[config.mk]
export PLATFORM = sky130hd
export DESIGN_NAME = fan_pwm_gen
export DESIGN_NICKNAME = d
export VERILOG_FILES = /design/src/rtl/fan_pwm_pkg.sv /design/src/rtl/fan_pwm_period.sv /design/src/rtl/fan_pwm_clamp.sv /design/src/rtl/fan_pwm_core.sv /design/src/rtl/fan_spinup.sv /design/src/rtl/fan_pwm_gen.sv
export SDC_FILE = /design/constraint.sdc
export NUM_CORES = 1
export LEC_CHECK = 0
export BUFFER_PORTS_ARGS = -buffer_cell sky130_fd_sc_hd__buf_2
export CAP_MARGIN = 20
export CORE_MARGIN = 4
export CORE_UTILIZATION = 60
export CTS_BUF_LIST = sky130_fd_sc_hd__clkbuf_16
export DETAILED_ROUTE_END_ITERATION = 10
export PLACE_DENSITY = 0.74
export SLEW_MARGIN = 20
export SYNTH_ARGS = -nofsm -noshare
export SYNTH_HDL_FRONTEND = slang
export SYNTH_SLANG_ARGS = --single-unit
[constraint.sdc]
create_clock -name clk_i -period 5.2 [get_ports clk_i]
set_input_delay 1.56 -clock clk_i [delete_from_list [all_inputs] [get_ports clk_i]]
set_output_delay 1.56 -clock clk_i [all_outputs]
set_load 0.01 [all_outputs]
[src/rtl/fan_pwm_pkg.sv]
package fan_pwm_pkg;

  typedef enum logic [1:0] {
    MODE_DIRECT = 2'd0,
    MODE_RPM    = 2'd1,
    MODE_AUTO   = 2'd2,
    MODE_RSVD   = 2'd3
  } fan_mode_e;

  function automatic int unsigned freq_hz(input logic hz_range, input logic [2:0] code);
    int unsigned f;
    if (hz_range) begin
      case (code)
        3'd0: f = 10;
        3'd1: f = 15;
        3'd2: f = 23;
        3'd3: f = 30;
        3'd4: f = 38;
        3'd5: f = 47;
        3'd6: f = 62;
        default: f = 94;
      endcase
    end else begin
      case (code)
        3'd0: f = 1000;
        3'd1: f = 10000;
        3'd2: f = 20000;
        3'd3: f = 25000;
        3'd4: f = 30000;
        default: f = 40000;
      endcase
    end
    return f;
  endfunction

  // spin-up length in 0.2 s units
  function automatic int unsigned spin_units(input logic [2:0] code);
    int unsigned u;
    case (code)
      3'd0: u = 1;
      3'd1: u = 2;
      3'd2: u = 3;
      3'd3: u = 4;
      3'd4: u = 5;
      3'd5: u = 10;
      3'd6: u = 20;
      default: u = 40;
    endcase
    return u;
  endfunction

  function automatic int unsigned div_round(input int unsigned n, input int unsigned d);
    int unsigned q;
    q = (n + d / 2) / d;
    return (q == 0) ? 1 : q;
  endfunction

endpackage

[src/rtl/fan_pwm_period.sv]
module fan_pwm_period
  import fan_pwm_pkg::*;
#(
  parameter int unsigned CLK_HZ = 3_200_000,
  parameter int unsigned PER_W  = 19
) (
  input  logic             range_hz_i,
  input  logic [2:0]       freq_sel_i,
  output logic [PER_W-1:0] per_o
);
  localparam int unsigned NUM_ENT = 16;

  logic [PER_W-1:0] tab [NUM_ENT];

  for (genvar g = 0; g < NUM_ENT; g++) begin : g_tab
    localparam int unsigned TICKS = div_round(CLK_HZ, freq_hz(1'(g / 8), 3'(g % 8)));
    assign tab[g] = PER_W'(TICKS);
  end

  assign per_o = tab[{range_hz_i, freq_sel_i}];
endmodule

[src/rtl/fan_pwm_clamp.sv]
module fan_pwm_clamp
  import fan_pwm_pkg::*;
#(
  parameter int unsigned RPM_MIN = 77,
  parameter int unsigned DIR_MIN = 18
) (
  input  logic [7:0] duty_i,
  input  fan_mode_e  mode_i,
  input  logic       tach_mode_i,
  output logic [7:0] eff_o
);
  always_comb begin
    eff_o = duty_i;
    if (!tach_mode_i) begin
      if (mode_i == MODE_RPM) begin
        if (duty_i < 8'(RPM_MIN)) eff_o = 8'(RPM_MIN);
      end else if (duty_i < 8'(DIR_MIN)) begin
        eff_o = 8'd0;
      end
    end
  end
endmodule

[src/rtl/fan_pwm_core.sv]
module fan_pwm_core #(
  parameter int unsigned PER_W  = 19,
  parameter logic [7:0]  RB_RST = 8'h55
) (
  input  logic             clk_i,
  input  logic             rst_ni,
  input  logic             restart_i,
  input  logic [PER_W-1:0] per_new_i,
  input  logic [7:0]       eff_new_i,
  input  logic [7:0]       calc_new_i,
  output logic             load_o,
  output logic             pwm_o,
  output logic [7:0]       duty_rb_o
);
  localparam int unsigned PROD_W = PER_W + 8;

  logic [PER_W-1:0]  cnt_q, per_q, hi_q, hi_new;
  logic [PROD_W-1:0] prod;
  logic [7:0]        rb_q;

  assign prod   = PROD_W'(per_new_i) * PROD_W'(eff_new_i);
  assign hi_new = PER_W'(prod / PROD_W'(255));
  assign load_o = restart_i || (cnt_q == per_q - PER_W'(1));

  always_ff @(posedge clk_i or negedge rst_ni) begin
    if (!rst_ni) begin
      cnt_q <= '0;
      per_q <= PER_W'(1);
      hi_q  <= '0;
      rb_q  <= RB_RST;
    end else if (load_o) begin
      cnt_q <= '0;
      per_q <= per_new_i;
      hi_q  <= hi_new;
      rb_q  <= calc_new_i;
    end else begin
      cnt_q <= cnt_q + PER_W'(1);
    end
  end

  assign pwm_o     = cnt_q < hi_q;
  assign duty_rb_o = rb_q;
endmodule

[src/rtl/fan_spinup.sv]
module fan_spinup
  import fan_pwm_pkg::*;
#(
  parameter int unsigned UNIT_CYC = 640_000,
  parameter int unsigned SPIN_W   = 25
) (
  input  logic       clk_i,
  input  logic       rst_ni,
  input  logic       start_i,
  input  logic       dis_i,
  input  logic [2:0] time_i,
  output logic       active_o
);
  logic [SPIN_W-1:0] cnt_q;

  always_ff @(posedge clk_i or negedge rst_ni) begin
    if (!rst_ni) begin
      cnt_q <= '0;
    end else if (start_i && !dis_i) begin
      cnt_q <= SPIN_W'(spin_units(time_i) * UNIT_CYC);
    end else if (cnt_q != '0) begin
      cnt_q <= cnt_q - SPIN_W'(1);
    end
  end

  assign active_o = cnt_q != '0;
endmodule

[src/rtl/fan_pwm_gen.sv]
module fan_pwm_gen
  import fan_pwm_pkg::*;
#(
  parameter int unsigned CLK_HZ        = 3_200_000,
  parameter int unsigned SPIN_UNIT_CYC = 640_000,
  parameter int unsigned RPM_MIN       = 77,
  parameter int unsigned DIR_MIN       = 18
) (
  input  logic       clk_i,
  input  logic       rst_ni,
  input  logic [7:0] duty_i,
  input  logic [2:0] freq_sel_i,
  input  logic       range_hz_i,
  input  logic [2:0] spin_time_i,
  input  logic       spin_dis_i,
  input  logic [1:0] mode_i,
  input  logic       tach_mode_i,
  input  logic       start_i,
  output logic       pwm_o,
  output logic [7:0] duty_rb_o
);
  localparam int unsigned PER_W  = $clog2(CLK_HZ / 10 + 2);
  localparam int unsigned SPIN_W = $clog2(40 * SPIN_UNIT_CYC + 1);

  logic [PER_W-1:0] per_new;
  logic [7:0]       eff_duty;
  logic             spin_active, core_pwm, core_load;

  fan_pwm_period #(.CLK_HZ(CLK_HZ), .PER_W(PER_W)) u_period (
    .range_hz_i (range_hz_i),
    .freq_sel_i (freq_sel_i),
    .per_o      (per_new)
  );

  fan_pwm_clamp #(.RPM_MIN(RPM_MIN), .DIR_MIN(DIR_MIN)) u_clamp (
    .duty_i      (duty_i),
    .mode_i      (fan_mode_e'(mode_i)),
    .tach_mode_i (tach_mode_i),
    .eff_o       (eff_duty)
  );

  fan_spinup #(.UNIT_CYC(SPIN_UNIT_CYC), .SPIN_W(SPIN_W)) u_spin (
    .clk_i    (clk_i),
    .rst_ni   (rst_ni),
    .start_i  (start_i),
    .dis_i    (spin_dis_i),
    .time_i   (spin_time_i),
    .active_o (spin_active)
  );

  // time base held at a boundary during spin-up so a full period follows it
  fan_pwm_core #(.PER_W(PER_W)) u_core (
    .clk_i      (clk_i),
    .rst_ni     (rst_ni),
    .restart_i  (spin_active),
    .per_new_i  (per_new),
    .eff_new_i  (eff_duty),
    .calc_new_i (duty_i),
    .load_o     (core_load),
    .pwm_o      (core_pwm),
    .duty_rb_o  (duty_rb_o)
  );

  assign pwm_o = spin_active | core_pwm;
endmodule

==> results.py, run 1 <==
metrics = {
    "place": {
        "io_buffers": 30,
        "dp_hpwl_um": 40800,
        "placed_cells": 2898,
        "routabilityCongestion": 1.01,
        "placed_cell_area_um2": 21100,
    },
    "yosys": {
        "netlist_instances": 2045,
        "synth-seq-area-share_pct": 14.0,
        "synth_edf_count": 0,
        "ys_seq_elements": 90,
        "synth_flop_cell": "dfrtp_1",
        "yosysWarnings": 0,
        "async_flop_share_pct": 100,
        "synth_area_per_cell_um2": 7.88,
        "yosysUniqueCellTypes": 122,
        "syn_area_um2": 16100,
    },
    "cts": {
        "cts_root_buf": "clkbuf_16",
        "cts_hold_buf": 0,
        "cts.sinks": 90,
        "max-clock-path-buffers": 2,
        "numCtsBuffers": 9,
        "cts_max_level": 3,
    },
    "die": {
        "fp.dieH_um": 172,
        "die_x_um": 172,
        "initial_core_util_pct": 61.3,
        "std_cell_rows": 59,
        "io_pins": 31,
    },
    "timing": {
        "worstEndpointGrtRepair": "u_core.hi_q[0]$_DFFE_PN0N_/D",
        "worst-ep-kind": "register data pin",
    },
    "status": {
        "stop_stage": "global routing",
        "outcome": "aborted with a tool error",
        "toolErrorMsg": "[ERROR GRT-0232] Routing congestion too high. Check the congestion heatmap in the GUI.",
    },
    "global_routing": {
        "grt_overflow": 5,
        "grt_max_degree": 64,
        "track_usage_pct": 77.1,
    },
}
stage by stage:
| stage | hold slack, ps | TNS [ps] | utilization (%) | setup WS [ps] |
|---|---|---|---|---|
| floorplan | 470 | -130740 | - | -11960 |
| global placement | 484 | -146720 | 80.4 | -12850 |
| detailed placement | 487 | -152070 | 80.4 | -13270 |
| CTS | 504 | -135570 | 88.7 | -11970 |
cell families after synthesis:
logic type / Yosys count / share of synthesized area [%]
AO/OA/AOI/OAI: 527 / 24.2
XOR/XNOR: 125 / 6.84
adder cells (fa/ha/maj): 205 / 20.8
buffers and inverters: 223 / 5.43
flip-flops: 90 / 14.0
multiplexers: 44 / 2.95
other: 1 / 0.0233
AND/OR/NAND/NOR: 830 / 25.7
cells in the mapped netlist (6+ instances only):
cell	number	area share (%)
a2111oi_0	9	0.49
a211o_1	8	0.43
a211oi_1	28	1.3
a211oi_2	7	0.54
a21o_1	27	1.3
a21oi_1	106	3.3
a31oi_1	15	0.58
and2_1	55	2.1
and3_1	22	0.85
and4_1	9	0.49
buf_2	9	0.28
clkbuf_1	56	1.3
dfrtp_1	85	13
fa_1	106	13
ha_1	96	7.5
inv_1	150	3.5
mux2_2	19	1.3
mux2i_1	22	1.4
nand2_1	170	4.0
nand2b_1	29	1.1
nand3_1	59	1.8
nand3b_1	7	0.33
nand4_1	20	0.78
nor2_1	266	6.2
nor2b_1	21	0.82
nor3_1	46	1.4
nor3b_1	8	0.37
nor4_1	22	0.85
o2111ai_1	7	0.38
o211a_1	12	0.75
o211ai_1	31	1.4
o21a_1	13	0.61
o21ai_0	84	2.6
o21ai_1	20	0.62
o22ai_1	13	0.50
o2bb2ai_1	6	0.33
o311ai_0	7	0.38
o31ai_1	14	0.65
or2_2	30	1.2
or3_1	26	1.0
or4_1	11	0.51
xnor2_1	78	4.2
xor2_1	46	2.5
repair_timing:
item / 4_1_cts
endpoints found under the setup margin: 20
pin swaps: 131
gates cloned: 5
buffers inserted: 87
gates resized for setup: 253
per-layer routing:
| metal | global-route usage (%) | overflow |
|---|---|---|
| met5 | 51.8 | 0 |
| met3 | 68.9 | 0 |
| met2 | 90.3 | 2 |
| met1 | 75.2 | 0 |
| met4 | 72.1 | 3 |
==> run 2, diff against run 1 <==
--- a/config.mk
+++ b/config.mk
@@ -8,10 +8,9 @@
 export BUFFER_PORTS_ARGS = -buffer_cell sky130_fd_sc_hd__buf_2
 export CAP_MARGIN = 20
 export CORE_MARGIN = 4
-export CORE_UTILIZATION = 60
-export CTS_BUF_LIST = sky130_fd_sc_hd__clkbuf_16
+export CORE_UTILIZATION = 40
 export DETAILED_ROUTE_END_ITERATION = 10
-export PLACE_DENSITY = 0.74
+export PLACE_DENSITY_LB_ADDON = 0.15
 export SLEW_MARGIN = 20
 export SYNTH_ARGS = -nofsm -noshare
 export SYNTH_HDL_FRONTEND = slang
==> run 2 against run 1 <==
- the flow now finishes, with violations (setup timing)
- area after synthesis unchanged
- synthesized cell count unchanged
==> results.py, run 2 <==
metrics = {
    "die": {
        "initial_core_util_pct": 40.5,
        "core_area_um2": 39800,
        "die_x_um": 209,
        "dieArea_um2": 43600,
        "fp.dieH_um": 209,
        "io_pins": 31,
        "std_cell_rows": 73,
    },
    "cts": {
        "cts_tree": "built",
        "clkTransAtPathRegs_ps": 80,
        "cts.sinks": 90,
        "cts_root_buf": "clkbuf_16",
        "insertion_delay_ps": 380,
        "max-clock-path-buffers": 2,
        "numCtsBuffers": 9,
        "cts_max_level": 3,
    },
    "timing": {
        "drv_slew": 0,
        "setup-violations-final": 20,
        "fin_crit_sh_pct": 333,
        "skew_ps": 12.7,
        "setup_slack_ps": -12140,
        "worst_slew_pin_slew_ps": 1020,
        "hold_viol": 0,
        "max_slew_margin_pct": 31.6,
        "period_minus_slack_ps": 17340,
        "fmax_ghz": 0.0577,
        "rsz0062_at_grt": "true",
    },
    "global_routing": {
        "grt_pass1_vias": 18400,
        "track_usage_pct": 24.2,
        "grt_max_degree": 69,
        "antenna_found_initial": 0,
        "grt_pass1_wl_um": 90400,
        "grt_overflow": 0,
    },
    "drt": {
        "wire_per_inst_um": 17.0,
        "viasPerCell": 5.51,
        "drc": 0,
        "dr_total_vias": 18200,
        "drt_iter0_drc": 815,
        "first_pass_iters": 5,
        "drtAntennaViolNets": 0,
        "drt_wl_total_um": 56100,
    },
    "yosys": {
        "netlist_instances": 2045,
        "yosysUniqueCellTypes": 122,
        "yosysMostFrequentCell": "nor2_1",
        "synth_top_area_share_pct": 13.2,
        "synth-seq-area-share_pct": 14.0,
        "yosys-top-cells-count": "266 x nor2_1, 170 x nand2_1, 150 x inv_1, 106 x a21oi_1, 106 x fa_1",
        "synth_area_per_cell_um2": 7.88,
        "yosysWarnings": 0,
        "synth_top_cell_by_area": "dfrtp_1",
        "synth_edf_count": 0,
        "ys_seq_elements": 90,
        "async_flop_share_pct": 100,
        "synth_flop_cell": "dfrtp_1",
        "synth_area_leaders": "dfrtp_1 13%, fa_1 13%, ha_1 7.5%",
        "syn_area_um2": 16100,
    },
    "finish": {
        "finalNonFillerCells": 3306,
        "final_net_count": 3000,
        "antenna_cells": 0,
        "fillerInstances": 3276,
        "layout_common_cells": "686 x buf_4, 236 x nor2_1, 148 x inv_1, 146 x nand2_1, 104 x fa_1",
        "largest_register": "u_spin.cnt_q",
        "area_growth_pct": 58.7,
        "drive_gt1_share_pct": 45.1,
        "fin_util_pct": 64.2,
        "layout_commonest_cell": "buf_4",
        "largest_register_ffs": 25,
    },
    "worst_setup_path": {
        "crit_path_end_kind": "flip-flop",
        "worstPathArrival_ps": 17610,
        "r2r_cells": 14,
        "cp_max_fo": 8,
        "timing.rr.start": "u_core.per_q[2]$_DFFE_PN0N_",
        "r2r_slack_ps": 510,
        "path_class": "input pin to flip-flop",
        "worst_ep_required_time_ps": 5470,
        "crit_path_top_delay_cell": "or4_4",
        "r2r_end": "u_core.duty_rb_o[3]$_DFFE_PN0N_",
        "slowest_delay_ps": 570,
        "crit_path_start_kind": "input pin",
    },
    "place": {
        "io_buffers": 30,
        "routabilityCongestion": 0.900,
        "placed_cells": 3118,
        "dp_hpwl_um": 41500,
    },
    "status": {
        "outcome": "finished with violations",
        "violations": "setup timing",
    },
    "worst_hold_path": {
        "hold_class": "flip-flop to flip-flop",
        "holdPathStages": 1,
        "holdCritStartpoint": "u_core.duty_rb_o[1]$_DFFE_PN0N_",
        "hold_end": "u_core.duty_rb_o[1]$_DFFE_PN0N_",
    },
    "flow_run": {
        "cap_violations": 0,
    },
}
## run 2: cell counts after synthesis
No cell type changed its count.
## run 2: kinds of logic (layout without fill, tap and decap cells)
logic type / after synthesis / count (layout) / synth area share (%)
flops: 90 / 90 / 14.0
compound gates: 527 / 528 / 24.2
fa+ha+maj: 205 / 205 / 20.8
buf+inv: 223 / 956 / 5.43
simple gates: 830 / 831 / 25.7
other cells: 1 / 2 / 0.0233
mux: 44 / 44 / 2.95
xor+xnor: 125 / 125 / 6.84
## run 2: final cells by class
type | instances | area (um^2) | area share [%]
timing repair buffer | 790 | 6300 | 24.6
clock inverter | 7 | 98.8 | 0.386
inverter | 150 | 563 | 2.20
clock buffer | 9 | 225 | 0.880
tap | 525 | 657 | 2.57
sequential | 90 | 2260 | 8.83
multi-input combinational | 1735 | 15500 | 60.5
## run 2: how the worst max path moves through the flow
stage / start / slack (ps) / to
2_1_floorplan: duty_i[1] / -11960 / u_core.hi_q[0]$_DFFE_PN0N_
3_3_place_gp: duty_i[1] / -13000 / u_core.hi_q[0]$_DFFE_PN0N_
3_5_place_dp: duty_i[1] / -13170 / u_core.hi_q[0]$_DFFE_PN0N_
4_1_cts: duty_i[0] / -11830 / u_core.hi_q[0]$_DFFE_PN0N_
5_1_grt: duty_i[0] / -12780 / u_core.hi_q[0]$_DFFE_PN0N_
6_report: duty_i[0] / -12140 / u_core.hi_q[0]$_DFFE_PN0N_
## run 2: timing repair
action | CTS | global route
hold endpoints to repair | 0 | 0
resized for setup | 292 | 172
setup buffers | 113 | 67
gates cloned | 1 | 1
hold buffers | 0 | 0
pin swaps | 143 | 108
endpoints found under the setup margin | 20 | 20
## run 2: critical path, delay by kind of cell
kind / cells / cell delay (ps)
multiplexers: 2 / 750
AO/OA/AOI/OAI: 27 / 6000
adder cells (fa/ha/maj): 5 / 2180
AND/OR/NAND/NOR: 18 / 4010
buffers and inverters: 21 / 2740
XOR/XNOR: 2 / 340
## run 2: routing by layer
| layer | GRT usage [%] | vias up | share of wire (%) |
|---|---|---|---|
| met4 | 6.05 | 0 | 2.0 |
| met3 | 1.76 | 97 | 2.7 |
| li1 | - | 8789 | - |
| met2 | 43.8 | 336 | 52 |
| met1 | 31.6 | 8980 | 44 |
| met5 | 0 | - | 0 |
## run 2: metrics by stage
| step | hold WS (ps) | instance area, um^2 | setup WS, ps | setup TNS (ps) |
|---|---|---|---|---|
| 6_report | 506 | 25600 | -12140 | -137610 |
| 5_1_grt | 526 | 25600 | -12780 | -145810 |
| 4_1_cts | 507 | 24300 | -11830 | -135080 |
| 3_5_place_dp | 490 | 21700 | -13170 | -150910 |
| 3_3_place_gp | 484 | 21700 | -13000 | -149230 |
| 2_1_floorplan | 470 | 16800 | -11960 | -130740 |
Power of run 2 is not shown: default switching activity piles up to over one toggle a cycle in this logic, so the estimate is an artifact.
